===== src/rtl/txlog_pkg.sv =====
package txlog_pkg;

    typedef enum logic [0:0] {
        ARB_IDLE = 1'b0,
        ARB_HOLD = 1'b1
    } arb_state_e;

    typedef enum logic [1:0] {
        OP_NONE = 2'd0,
        OP_PUSH = 2'd1,
        OP_POP  = 2'd2,
        OP_BOTH = 2'd3
    } ptr_op_e;

    localparam logic DIR_RX = 1'b0;
    localparam logic DIR_TX = 1'b1;

endpackage


===== src/rtl/txlog_arbiter.sv =====
module txlog_arbiter
    import txlog_pkg::*;
#(
    parameter int DATA_W = 32
) (
    input  logic              clk,
    input  logic              rst_n,
    input  logic              flush,
    input  logic              inhibit,
    input  logic              rx_valid,
    input  logic [DATA_W-1:0] rx_hdr,
    input  logic              tx_valid,
    input  logic [DATA_W-1:0] tx_hdr,
    output logic              wr_req,
    output logic              wr_dir,
    output logic [DATA_W-1:0] wr_hdr
);

    arb_state_e        state_q, state_d;
    logic [DATA_W-1:0] held_q, held_d;

    // State register and holding register
    always_ff @(posedge clk or negedge rst_n) begin
        if (!rst_n) begin
            state_q <= ARB_IDLE;
            held_q  <= '0;
        end else begin
            state_q <= state_d;
            held_q  <= held_d;
        end
    end

    // Next state and outputs
    always_comb begin
        state_d = state_q;
        held_d  = held_q;
        wr_req  = 1'b0;
        wr_dir  = DIR_RX;
        wr_hdr  = rx_hdr;
        unique case (state_q)
            ARB_IDLE: begin
                if (!flush && !inhibit) begin
                    if (rx_valid) begin
                        wr_req = 1'b1;
                        wr_dir = DIR_RX;
                        wr_hdr = rx_hdr;
                        if (tx_valid) begin
                            held_d  = tx_hdr;
                            state_d = ARB_HOLD;
                        end
                    end else if (tx_valid) begin
                        wr_req = 1'b1;
                        wr_dir = DIR_TX;
                        wr_hdr = tx_hdr;
                    end
                end
            end
            ARB_HOLD: begin
                state_d = ARB_IDLE;
                if (!flush) begin
                    wr_req = 1'b1;
                    wr_dir = DIR_TX;
                    wr_hdr = held_q;
                end
            end
        endcase
    end

    assert_hold_one_cycle_R4: assert property (@(posedge clk) disable iff (!rst_n)
        state_q == ARB_HOLD |=> state_q == ARB_IDLE);

    assert_hold_writes_tx_R4: assert property (@(posedge clk) disable iff (!rst_n)
        (state_q == ARB_HOLD && !flush) |-> (wr_req && wr_dir == DIR_TX));

    assert_inhibit_blocks_R5: assert property (@(posedge clk) disable iff (!rst_n)
        (state_q == ARB_IDLE && inhibit) |-> !wr_req);

    assert_flush_no_write_R9: assert property (@(posedge clk) disable iff (!rst_n)
        flush |-> !wr_req);

endmodule


===== src/rtl/txlog_ptrs.sv =====
module txlog_ptrs
    import txlog_pkg::*;
#(
    parameter int DEPTH_MAX = 16,
    parameter int PTR_W     = 4,
    parameter int CNT_W     = 5
) (
    input  logic             clk,
    input  logic             rst_n,
    input  logic             clr,
    input  logic [CNT_W-1:0] cfg_size,
    input  logic             wr_req,
    input  logic             rd_en,
    output logic             flush,
    output logic [PTR_W-1:0] wr_ptr,
    output logic [PTR_W-1:0] rd_ptr,
    output logic [CNT_W-1:0] count
);

    localparam logic [CNT_W-1:0] MAX_SZ = CNT_W'(DEPTH_MAX);

    logic [CNT_W-1:0] eff_size, size_q;
    logic [PTR_W-1:0] wr_d, rd_d;
    logic [CNT_W-1:0] cnt_d;
    logic             pop_ok;
    ptr_op_e          op;

    function automatic logic [PTR_W-1:0] next_ptr(input logic [PTR_W-1:0] p,
                                                  input logic [CNT_W-1:0] lim);
        logic [CNT_W-1:0] n;
        n = CNT_W'(p) + CNT_W'(1);
        return (n >= lim) ? '0 : n[PTR_W-1:0];
    endfunction

    always_comb begin
        if (cfg_size == '0 || cfg_size > MAX_SZ) eff_size = MAX_SZ;
        else                                     eff_size = cfg_size;
    end

    assign flush  = clr || (eff_size != size_q);
    assign pop_ok = rd_en && (count != '0);

    always_comb begin
        unique case ({wr_req, pop_ok})
            2'b00: op = OP_NONE;
            2'b10: op = OP_PUSH;
            2'b01: op = OP_POP;
            2'b11: op = OP_BOTH;
        endcase
    end

    always_comb begin
        wr_d  = wr_ptr;
        rd_d  = rd_ptr;
        cnt_d = count;
        unique case (op)
            OP_NONE: ;
            OP_PUSH: begin
                wr_d = next_ptr(wr_ptr, size_q);
                if (count == size_q) rd_d  = next_ptr(rd_ptr, size_q);
                else                 cnt_d = count + CNT_W'(1);
            end
            OP_POP: begin
                rd_d  = next_ptr(rd_ptr, size_q);
                cnt_d = count - CNT_W'(1);
            end
            OP_BOTH: begin
                wr_d = next_ptr(wr_ptr, size_q);
                rd_d = next_ptr(rd_ptr, size_q);
            end
        endcase
        if (flush) begin
            wr_d  = '0;
            rd_d  = '0;
            cnt_d = '0;
        end
    end

    always_ff @(posedge clk or negedge rst_n) begin
        if (!rst_n) begin
            size_q <= MAX_SZ;
            wr_ptr <= '0;
            rd_ptr <= '0;
            count  <= '0;
        end else begin
            size_q <= eff_size;
            wr_ptr <= wr_d;
            rd_ptr <= rd_d;
            count  <= cnt_d;
        end
    end

    assert_count_bounded_R6: assert property (@(posedge clk) disable iff (!rst_n)
        count <= size_q);

    assert_full_push_keeps_R6: assert property (@(posedge clk) disable iff (!rst_n)
        (!flush && wr_req && !rd_en && count == size_q) |=> count == $past(count));

    assert_empty_pop_ignored_R7: assert property (@(posedge clk) disable iff (!rst_n)
        (!flush && !wr_req && rd_en && count == '0) |=> count == '0);

    assert_push_pop_balance_R8: assert property (@(posedge clk) disable iff (!rst_n)
        (!flush && wr_req && rd_en && count != '0) |=> count == $past(count));

    assert_rd_in_range_R10: assert property (@(posedge clk) disable iff (!rst_n)
        CNT_W'(rd_ptr) < size_q && CNT_W'(wr_ptr) < size_q);

endmodule


===== src/rtl/txlog_store.sv =====
module txlog_store #(
    parameter int DATA_W    = 32,
    parameter int DEPTH_MAX = 16,
    parameter int PTR_W     = 4
) (
    input  logic              clk,
    input  logic              we,
    input  logic [PTR_W-1:0]  waddr,
    input  logic              wdir,
    input  logic [DATA_W-1:0] whdr,
    input  logic [PTR_W-1:0]  raddr,
    output logic              rdir,
    output logic [DATA_W-1:0] rhdr
);

    localparam int ENT_W = DATA_W + 1;

    logic [ENT_W-1:0] rows [DEPTH_MAX];

    for (genvar g = 0; g < DEPTH_MAX; g++) begin : g_row
        always_ff @(posedge clk) begin
            if (we && waddr == PTR_W'(g)) rows[g] <= {wdir, whdr};
        end
    end

    assign {rdir, rhdr} = rows[raddr];

endmodule


===== src/rtl/txn_history_log.sv =====
module txn_history_log
    import txlog_pkg::*;
#(
    parameter int DATA_W    = 32,
    parameter int DEPTH_MAX = 16,
    localparam int PTR_W    = $clog2(DEPTH_MAX),
    localparam int CNT_W    = $clog2(DEPTH_MAX + 1)
) (
    input  logic              clk,
    input  logic              rst_n,
    input  logic              rx_valid,
    input  logic [DATA_W-1:0] rx_hdr,
    input  logic              tx_valid,
    input  logic [DATA_W-1:0] tx_hdr,
    input  logic              log_inhibit,
    input  logic [CNT_W-1:0]  cfg_size,
    input  logic              clr,
    input  logic              rd_en,
    output logic              rd_valid,
    output logic              rd_dir,
    output logic [DATA_W-1:0] rd_hdr,
    output logic [CNT_W-1:0]  log_count
);

    logic              flush;
    logic              wr_req;
    logic              wr_dir;
    logic [DATA_W-1:0] wr_hdr;
    logic [PTR_W-1:0]  wr_ptr, rd_ptr;

    txlog_arbiter #(.DATA_W(DATA_W)) u_arb (
        .clk      (clk),
        .rst_n    (rst_n),
        .flush    (flush),
        .inhibit  (log_inhibit),
        .rx_valid (rx_valid),
        .rx_hdr   (rx_hdr),
        .tx_valid (tx_valid),
        .tx_hdr   (tx_hdr),
        .wr_req   (wr_req),
        .wr_dir   (wr_dir),
        .wr_hdr   (wr_hdr)
    );

    txlog_ptrs #(.DEPTH_MAX(DEPTH_MAX), .PTR_W(PTR_W), .CNT_W(CNT_W)) u_ptrs (
        .clk      (clk),
        .rst_n    (rst_n),
        .clr      (clr),
        .cfg_size (cfg_size),
        .wr_req   (wr_req),
        .rd_en    (rd_en),
        .flush    (flush),
        .wr_ptr   (wr_ptr),
        .rd_ptr   (rd_ptr),
        .count    (log_count)
    );

    txlog_store #(.DATA_W(DATA_W), .DEPTH_MAX(DEPTH_MAX), .PTR_W(PTR_W)) u_store (
        .clk   (clk),
        .we    (wr_req),
        .waddr (wr_ptr),
        .wdir  (wr_dir),
        .whdr  (wr_hdr),
        .raddr (rd_ptr),
        .rdir  (rd_dir),
        .rhdr  (rd_hdr)
    );

    assign rd_valid = (log_count != '0);

    assert_clear_empties_R9: assert property (@(posedge clk) disable iff (!rst_n)
        clr |=> !rd_valid);

    assert_single_push_R2: assert property (@(posedge clk) disable iff (!rst_n)
        (!flush && wr_req && !rd_en && log_count == '0) |=> log_count == CNT_W'(1));

endmodule


===== config.mk =====
export PLATFORM = sky130hd
export DESIGN_NAME = txn_history_log
export DESIGN_NICKNAME = d
export VERILOG_FILES = /design/src/rtl/txlog_pkg.sv /design/src/rtl/txlog_arbiter.sv /design/src/rtl/txlog_ptrs.sv /design/src/rtl/txlog_store.sv /design/src/rtl/txn_history_log.sv
export SDC_FILE = /design/constraint.sdc
export NUM_CORES = 1
export LEC_CHECK = 0
export BUFFER_PORTS_ARGS = -buffer_cell sky130_fd_sc_hd__buf_2
export CORE_ASPECT_RATIO = 1.2
export CORE_MARGIN = 1.5
export CORE_UTILIZATION = 40
export CTS_BUF_LIST = sky130_fd_sc_hd__clkbuf_2 sky130_fd_sc_hd__clkbuf_4 sky130_fd_sc_hd__clkbuf_8
export DETAILED_ROUTE_END_ITERATION = 12
export HOLD_SLACK_MARGIN = 0.15
export PLACE_DENSITY = 0.66
export SYNTH_ARGS = -nofsm -noshare
export SYNTH_HDL_FRONTEND = slang
export SYNTH_SLANG_ARGS = --single-unit

===== constraint.sdc =====
create_clock -name clk -period 5.6 [get_ports clk]
set_clock_uncertainty 0.15 [all_clocks]
set_input_delay 1.12 -clock clk [delete_from_list [all_inputs] [get_ports clk]]
set_output_delay 1.12 -clock clk [all_outputs]
set_load 0.05 [all_outputs]

==> run metrics, run 1 <==
Leak=0.008970 uW; total iterations of the first detailed-routing run=5; CTS tree=built; FF+latch area=17140 sq um; Main synth FF type=edfxtp_1; RSZ-0062 raised after global routing=no; row count=97; CP required=4330 ps; pin count of the biggest net entering global routing=63; clock sink total=579; setup TNS=0 ps; worst reg2reg startpoint=u_ptrs.size_q[1]; CP Launch Type=flip-flop; DR vias/cell=5.657; number of hold buffers added after cts=0; Syn Nets=1433; crit path DAT=3720 ps; Core ar.=58620 sq um; Die X=225.7 microns; port bufs=114; Area Growth Syn to Fin=14.27%; pin slew with the least headroom to its limit=1253 ps; critical path, cell by cell=nor2b_2 > buf_4 > a22oi_1 > o21ai_0 > buf_2; drt wl/cell=24.26 microns; mapped cell area=23800 sq um; Starting Density=40.60%; maximum clock path buffer count=3; Die Y=270.2 microns; critical-path maximum fanout=35; area of the multi-input gates=6261 sq um; Final Util=46.39%; CTS buffer count=86; Worst path slowest cell=nor2b_2; HP Class=reg -> reg; number of max-cap violations=0; Layout fillers=4932; gr usage total=19.11%; Worst-path clk slew=60 ps; Final min period=4986 ps; outcome=completed; CP Launch Point=u_ptrs.rd_ptr[3]; Worst-Skew Late Latency=670 ps; post-synthesis sequential area ratio=71.99%; share of flip-flops with an asynchronous set or reset=8.808%; vias in the first global route=13645; slew margin rel.=16.47%; GPL Wtd Cong=0.8202; number of I/O pins=115; worst hold start=u_arb.held_q[29]; post-cts sizing count=0; total grt overflow=0; share of cells above drive strength 1=29.56%; 1st-iter DRT viols=1224; Worst path max stage delay=960 ps; # H-tree levels=3; worst vdd ir=0.1538 mV; HPWL after DPL=33920 microns; f_max=0.2006 GHz; period utilisation layout=89.04%; Routed Antenna Nets=0; initial antenna violation count=2; Avg Cell Area, Syn=17.80 sq um; DR vias=13442; Total Routed Length=57640 microns; # setup viols final=0; die area=60970 sq um; flops & latches, synth=579; post-CTS setup buffer count=0; Remaining DRCs=0; PD cells=304.3 nW/um^2; synth warn=0; Crit Path Class=reg -> out; CP Capture Type=primary output; EDFF count, synth=528; Yosys cell types=55; Syn Inst Count=1337; Root Driver=clkbuf_8; nets@finish=1614; Slew Limit Fails=0; Hold Fails Final Rpt=0; first-pass GRT wire length=85270 microns
==> cells in the final DEF (no fill, tap or decap), drive strengths merged, types with 18 or more instances in the layout <==
cell type,n
a21oi,65
a221oi,25
a22oi,25
a32oi,25
buf,174
clkbuf,114
clkinv,33
dfrtp,50
edfxtp,528
ha,19
inv,18
mux2,32
mux2i,88
mux4,99
nand2,116
o21ai,33
==> per-layer routing <==
metal / part of all wire, % / global-route usage, %
met4: 2.9 / 8.071
met3: 6.7 / 2.839
met1: 41 / 25.20
met2: 50 / 31.59
met5: 0 / 0
==> report_power, final <==
part / switching [uW] / internal, uW / leakage [uW] / total, uW
sequential: 24.1 / 4770 / 0.00540 / 4790
combinational: 176 / 96.7 / 0.00273 / 273
clock: 1580 / 1630 / 0.000843 / 3210
==> state kept, by name, summed over array words and instances (netlist names) <==
signal         cells
u_arb.held_q      32
u_store.rows     528
u_ptrs.count       5
u_ptrs.size_q      5
u_ptrs.wr_ptr      4
u_arb.state_q      1
u_ptrs.rd_ptr      4
==> synthesized netlist by cell type, types with 3 or more instances <==
library cell  number  share of area (%)
a21o_1             4               0.13
a21oi_1           65                1.4
a221oi_1          25               0.92
a22oi_1           25               0.79
a31oi_1           10               0.26
a32oi_1           25               0.92
and3_1            13               0.34
and4_1             3               0.11
buf_1              3              0.047
buf_2             24               0.50
buf_4              6               0.19
buf_6              3               0.14
clkbuf_1          43               0.68
dfrtp_1           50                5.3
edfxtp_1         528                 67
ha_1              19                1.0
inv_1             14               0.22
mux2_2            32                1.5
mux2i_1           88                3.7
mux4_2            99                9.4
nand2_1          116                1.8
nand2b_1           4               0.11
nand3_1            9               0.19
nand4_1            9               0.24
nor2_1            14               0.22
nor2b_1           16               0.42
nor3_1             3              0.063
o211ai_1           9               0.28
o21ai_0           32               0.67
xnor2_1           14               0.52
==> layout make-up <==
type                    instances  area share, %
flip-flops and latches        579          63.04
multi-input cells             662          23.02
clock buffers                 114          5.149
repair buffers                174          4.215
well taps                     792          3.644
clock inverters                39         0.7132
inverters                      15         0.2070
diodes                          1       0.009202
==> stage by stage <==
stage                     worst slack, ps  area (sq um)  cells  power, uW  hold slack [ps]
final                               613.9         27190   2376       8274            358.8
after global routing                545.6         27190   2376       8555            366.6
after CTS                           599.3         27190   2375       8342            360.5
after detailed placement            751.5         25600   2222       5153            346.4
after global placement              913.9         25600   2222       5140            339.3
after floorplan                     915.6         23810   1337       5027            330.3
==> worst max-delay path, delay by kind of cell (launching register included) <==
family	cells	cell delay (ps)
buf+inv	2	810
compound gates	2	420
flops	1	840
simple gates	1	960
==> worst paths after layout <==
check	endpoint	slack, ps	cells past startpoint
max in group asynchronous	u_ptrs.rd_ptr[1]	4280	2
min in group asynchronous	u_arb.held_q[4]	450	2
worst max register to register	u_store.rows[0][28]	2010	7
worst min register to register	u_arb.held_q[29]	360	1
worst min-delay path	u_arb.held_q[29]	360	1
worst max-delay path	rd_hdr[21]	610	5
==> cells by family (layout without fill, tap and decap cells) <==
logic type / after synthesis / after routing / share of synthesized area [%]
multiplexers: 219 / 219 / 14.58
AND/OR/NAND/NOR: 202 / 202 / 4.122
other: 0 / 1 / 0
flip-flops: 579 / 579 / 71.99
AO/OA/AOI/OAI: 205 / 205 / 5.715
buffers and inverters: 96 / 342 / 1.914
XOR/XNOR: 16 / 16 / 0.5889
adder cells (fa/ha/maj): 20 / 20 / 1.083
(Power assumes the default switching activity.)
==> inputs of run 2 (changes only) <==
==> constraint.sdc (replaced) <==
create_clock -name clk -period 5.6 [get_ports clk]
set_clock_uncertainty 0.15 [all_clocks]
set_input_delay 1.12 -clock clk [delete_from_list [all_inputs] [get_ports clk]]
set_output_delay 1.12 -clock clk [all_outputs]
set_load 0.1 [all_outputs]
==> run 2 against run 1 <==
Net effect:
- power is 4.8% higher
- sequential power hardly changed
- final area grew 1.0%
- first-iteration DRC count decreased by 8.3%
- via count decreased by 0.91%
==> run metrics, run 2 (synthesis gave the netlist of run 1 again) <==
outcome=completed; CP Launch Point=u_ptrs.rd_ptr[3]; vias in the first global route=13498; Die Y=270.2 microns; total iterations of the first detailed-routing run=6; critical-path maximum fanout=32; nets@finish=1613; 1st-iter DRT viols=1123; clock sink total=579; drt wl/cell=24.24 microns; gr usage total=19.10%; Most flops, register=u_store.rows; max reg flops=528; CTS tree=built; HPWL after DPL=34040 microns; post-CTS setup buffer count=0; Place WS=1114 ps; initial antenna violation count=1; GPL Wtd Cong=0.7984; row count=97; Root Driver=clkbuf_8; pin slew with the least headroom to its limit=1193 ps; slew margin rel.=18.20%; post-cts sizing count=0; DR vias/cell=5.590; Hold Fails Final Rpt=0; CP Launch Type=flip-flop; met2 WL=28940 microns; hold path cells=1; total grt overflow=0; Die X=225.7 microns; Crit Path Class=reg -> out; M1 WL=23360 microns; period utilisation layout=88.75%; Total Routed Length=57760 microns; commonest cells after routing, fill and taps aside=edfxtp_1, nand2_1, buf_2; Worst Reg2Reg Path Length in Cells=9; worst hold start=u_arb.held_q[13]; Leak=0.009102 uW; Worst-path clk slew=60 ps; share of cells above drive strength 1=30.44%; f_max=0.2012 GHz; Worst-Skew Late Latency=690 ps; CP Capture Type=primary output; Final Util=46.87%; DR vias=13320; most common cell after layout, fill and taps aside=edfxtp_1; port bufs=114; PD cells=315.5 nW/um^2; worst setup margin=629.8 ps; CTS buffer count=87; pin count of the biggest net entering global routing=63; RSZ-0062 raised after global routing=no; # setup viols final=0; Final min period=4970 ps; Core ar.=58620 sq um; worst vdd ir=0.1837 mV; number of I/O pins=115; WL met3=3936 microns; # H-tree levels=3; Starting Density=40.60%; number of hold buffers added after cts=0; Slew Limit Fails=0; setup TNS=0 ps; maximum clock path buffer count=3; HP Class=reg -> reg; Area Growth Syn to Fin=15.46%; Remaining DRCs=0; DR top layer=met4; Routed Antenna Nets=0; number of max-cap violations=0; die area=60970 sq um; CP required=4330 ps; Layout fillers=4891; Largest regs=u_store.rows x528, u_arb.held_q x32; first-pass GRT wire length=85130 microns; crit path DAT=3700 ps; worst reg2reg startpoint=u_ptrs.rd_ptr[1]
==> run 2: cell types whose count changed in the layout (fill, tap and decap cells not counted), moves of 2 or more <==
cell,delta
clkinv_1,-9
clkbuf_4,+7
clkinv_2,-2
buf_12,+4
inv_8,-2
bufinv_16,+3
clkbuf_8,+13
buf_4,-6
==> run 2: power by group <==
group          total, uW  switching [uW]  internal [uW]
combinational        285             188           97.3
sequential          4790            24.0           4770
clock               3590            1600           2000
total               8670            1810           6860
==> run 2: path summary, 6_finish.rpt <==
kind | to | slack (ps)
max in group asynchronous | u_ptrs.rd_ptr[1] | 4310
worst max-delay path | rd_hdr[21] | 630
worst max register to register | u_ptrs.rd_ptr[1] | 2220
worst min-delay path | u_arb.held_q[13] | 360
min in group asynchronous | u_arb.held_q[11] | 430
worst min register to register | u_arb.held_q[13] | 360
==> run 2: critical path: stages, from the launching register on <==
cell and delay, ps:
dfrtp_2 840, nor2b_2 820, buf_4 420, a22oi_1 130, o21ai_0 260, buf_2 540
==> run 2: cell type report <==
type / instances / area [sq um] / share of cell area, %
antenna: 1 / 2.502 / 0.009107
clock buffer: 134 / 1632 / 5.938
clock inverter: 28 / 210.2 / 0.7650
inverter: 15 / 56.30 / 0.2049
multi-input combinational: 662 / 6261 / 22.79
sequential: 579 / 17140 / 62.39
tap: 792 / 991.0 / 3.607
timing repair buffer: 172 / 1181 / 4.299
==> run 2: routing by layer <==
metal | vias to the layer above | GRT usage [%]
li1 | 5764 | -
met1 | 6932 | 24.97
met2 | 533 | 32.00
met3 | 91 | 3.166
met4 | 0 | 7.082
met5 | - | 0
==> run 2: stage by stage <==
stage               hold WS [ps]  power [uW]  std cells  cell area [sq um]
floorplan                  330.3        5040       1337              23810
global placement           339.8        5152       2220              25630
detailed placement         345.3        5165       2220              25630
CTS                        358.5        8723       2382              27470
global route               365.9        8913       2383              27480
finish                     358.5        8670       2383              27480
==> inputs of run 3 (changes only) <==
--- a/config.mk
+++ b/config.mk
@@ -7,12 +7,12 @@
 export LEC_CHECK = 0
 export BUFFER_PORTS_ARGS = -buffer_cell sky130_fd_sc_hd__buf_2
 export CORE_ASPECT_RATIO = 1.2
-export CORE_MARGIN = 1.5
+export CORE_MARGIN = 8
 export CORE_UTILIZATION = 40
 export CTS_BUF_LIST = sky130_fd_sc_hd__clkbuf_2 sky130_fd_sc_hd__clkbuf_4 sky130_fd_sc_hd__clkbuf_8
 export DETAILED_ROUTE_END_ITERATION = 12
 export HOLD_SLACK_MARGIN = 0.15
-export PLACE_DENSITY = 0.66
+export PLACE_DENSITY = 0.59
 export SYNTH_ARGS = -nofsm -noshare
 export SYNTH_HDL_FRONTEND = slang
 export SYNTH_SLANG_ARGS = --single-unit
==> run 3 against run 2 <==
Net effect:
- cell count grew 1.1%
- final area increased by 0.28%
- power is 0.50% lower
- combinational power increased by 2%
- sequential share of layout area is 0.16 points lower
- register-to-register slack worse by 250 ps
- sequential cell count unchanged
- clock power decreased by 1%
==> run metrics, run 3 (synthesis gave the netlist of run 1 again) <==
Bufs and invs on worst path=1; total grt overflow=0; vias in the first global route=13970; Remaining DRCs=0; HPWL after DPL=35440 microns; pin slew with the least headroom to its limit=1199 ps; Worst-path clk slew=60 ps; Die Y=283.2 microns; share of cells above drive strength 1=30.70%; initial antenna violation count=3; Crit. path cell count=5; Crit Path Class=reg -> out; Final min period=4877 ps; port bufs=114; Routed Antenna Nets=0; CP Launch Point=u_ptrs.rd_ptr[1]; row count=98; r2r endpoint=u_ptrs.rd_ptr[2]; f_max=0.2050 GHz; post-cts sizing count=0; CP required=4330 ps; Clock Power Share=41.1%; Slew Limit Fails=0; slew margin rel.=17.80%; Leak=0.009145 uW; CTS tree=built; design area=27550 sq um; maximum clock path buffer count=3; commonest cells after routing, fill and taps aside=edfxtp_1, nand2_1, buf_2; max reg flops=528; sw frac=21.51%; combinational group share of total power=3.4%; GPL Wtd Cong=0.7841; DR vias=13346; worst setup path end=rd_hdr[0]; most common cell after layout, fill and taps aside=edfxtp_1; nets@finish=1628; critical path, cell by cell=and2_2 > a221oi_1 > a21oi_1 > o21ai_0 > buf_2; worst reg2reg startpoint=u_ptrs.rd_ptr[1]; first-pass GRT wire length=90890 microns; cell-internal power=6771 uW; CP top delay family=compound AO/OA/AOI/OAI gates; # H-tree levels=3; # setup viols final=0; outcome=completed; Worst Reg2Reg Path Length in Cells=9; die area=67590 sq um; post-CTS setup buffer count=0; DR vias/cell=5.538; Root Driver=clkbuf_8; Most flops, register=u_store.rows; total iterations of the first detailed-routing run=5; clock sink total=579; worst vdd ir=0.1528 mV; PD cells=313.1 nW/um^2; Die X=238.7 microns; Hold Fails Final Rpt=0; Area Growth Syn to Fin=15.78%; Total Routed Length=61360 microns; HP Class=reg -> reg; number of max-cap violations=0; CTS buffer count=90; RSZ-0062 raised after global routing=no; CP Capture Type=primary output; Core ar.=59220 sq um; Worst path slowest cell=dfrtp_4; period utilisation layout=87.09%; number of hold buffers added after cts=0; Worst path max stage delay=700 ps; Final Util=46.52%; sw power=1855 uW; number of I/O pins=115; drt wl/cell=25.46 microns; critical-path maximum fanout=34; CP Launch Type=flip-flop; placed cell area=25750 sq um; Largest regs=u_store.rows x528, u_arb.held_q x32; R2R Setup Slk=1970 ps; setup TNS=0 ps; 1st-iter DRT viols=1073; crit path DAT=3610 ps; Starting Density=40.18%; gr usage total=18.06%; pin count of the biggest net entering global routing=74; Sequential Power Share=55.5%; Worst-Skew Late Latency=670 ps
run 3: cell count changes in the layout (fill, tap and decap cells not counted):
cell / before / now
clkinv_2: 7 / 9
bufinv_16: 3 / 2
clkinv_1: 15 / 24
clkbuf_8: 100 / 95
clkinv_4: 1 / 0
buf_12: 14 / 15
dfrtp_2: 2 / 1
dfrtp_4: 2 / 3
clkbuf_4: 34 / 35
buf_4: 44 / 55
inv_6: 1 / 3
run 3: layer usage:
layer | vias to the layer above | part of all wire (%) | GRT usage [%]
met4 | 4 | 2.2 | 6.054
met2 | 468 | 49 | 29.01
met5 | - | 0.026 | 0
li1 | 5798 | - | -
met1 | 6989 | 43 | 24.56
met3 | 87 | 6.7 | 3.341
run 3: how the worst min path moves through the flow:
stage | startpoint | endpoint | cells after the start
finish | u_arb.held_q[7] | u_arb.held_q[7] | 1
global route | u_arb.held_q[17] | u_arb.held_q[17] | 1
CTS | u_arb.held_q[17] | u_arb.held_q[17] | 1
detailed placement | u_arb.held_q[20] | u_arb.held_q[20] | 1
global placement | u_arb.held_q[7] | u_arb.held_q[7] | 1
floorplan | u_arb.held_q[10] | u_arb.held_q[10] | 1
run 3: area by class of cell:
cell class	instances	area [sq um]
fillers	5070	31670
flip-flops and latches	579	17150
multi-input cells	662	6261
clock buffers	130	1570
repair buffers	184	1284
well taps	800	1001
clock inverters	39	232.7
inverters	15	56.30
diodes	1	2.502
run 3: metrics by stage:
| stage | setup slack [ps] | cells | total power, uW | hold WS, ps |
|---|---|---|---|---|
| floorplan | 719.6 | 1337 | 5040 | 330.3 |
| global placement | 1116 | 2240 | 5162 | 339.5 |
| CTS | 640.2 | 2409 | 8703 | 360.6 |
| detailed placement | 1013 | 2240 | 5172 | 345.9 |
| finish | 722.9 | 2410 | 8627 | 359.0 |
| global route | 559.6 | 2410 | 8905 | 370.1 |
run 3: power by group through the flow:
stage | Clock (uW) | Sequential, uW | Combinational, uW
2_1_floorplan | 0 | 4870 | 166
3_3_place_gp | 0 | 4880 | 283
3_5_place_dp | 0 | 4880 | 292
4_1_cts | 3620 | 4790 | 293
5_1_grt | 3800 | 4790 | 317
6_report | 3550 | 4790 | 291
run 3: worst reg2reg max path, delay by kind of cell (launching register included):
kind                     cells  cell delay, ps
XOR/XNOR                     1             290
adder cells (fa/ha/maj)      1             290
AND/OR/NAND/NOR              2            1270
flip-flops                   1             770
AO/OA/AOI/OAI                5             760
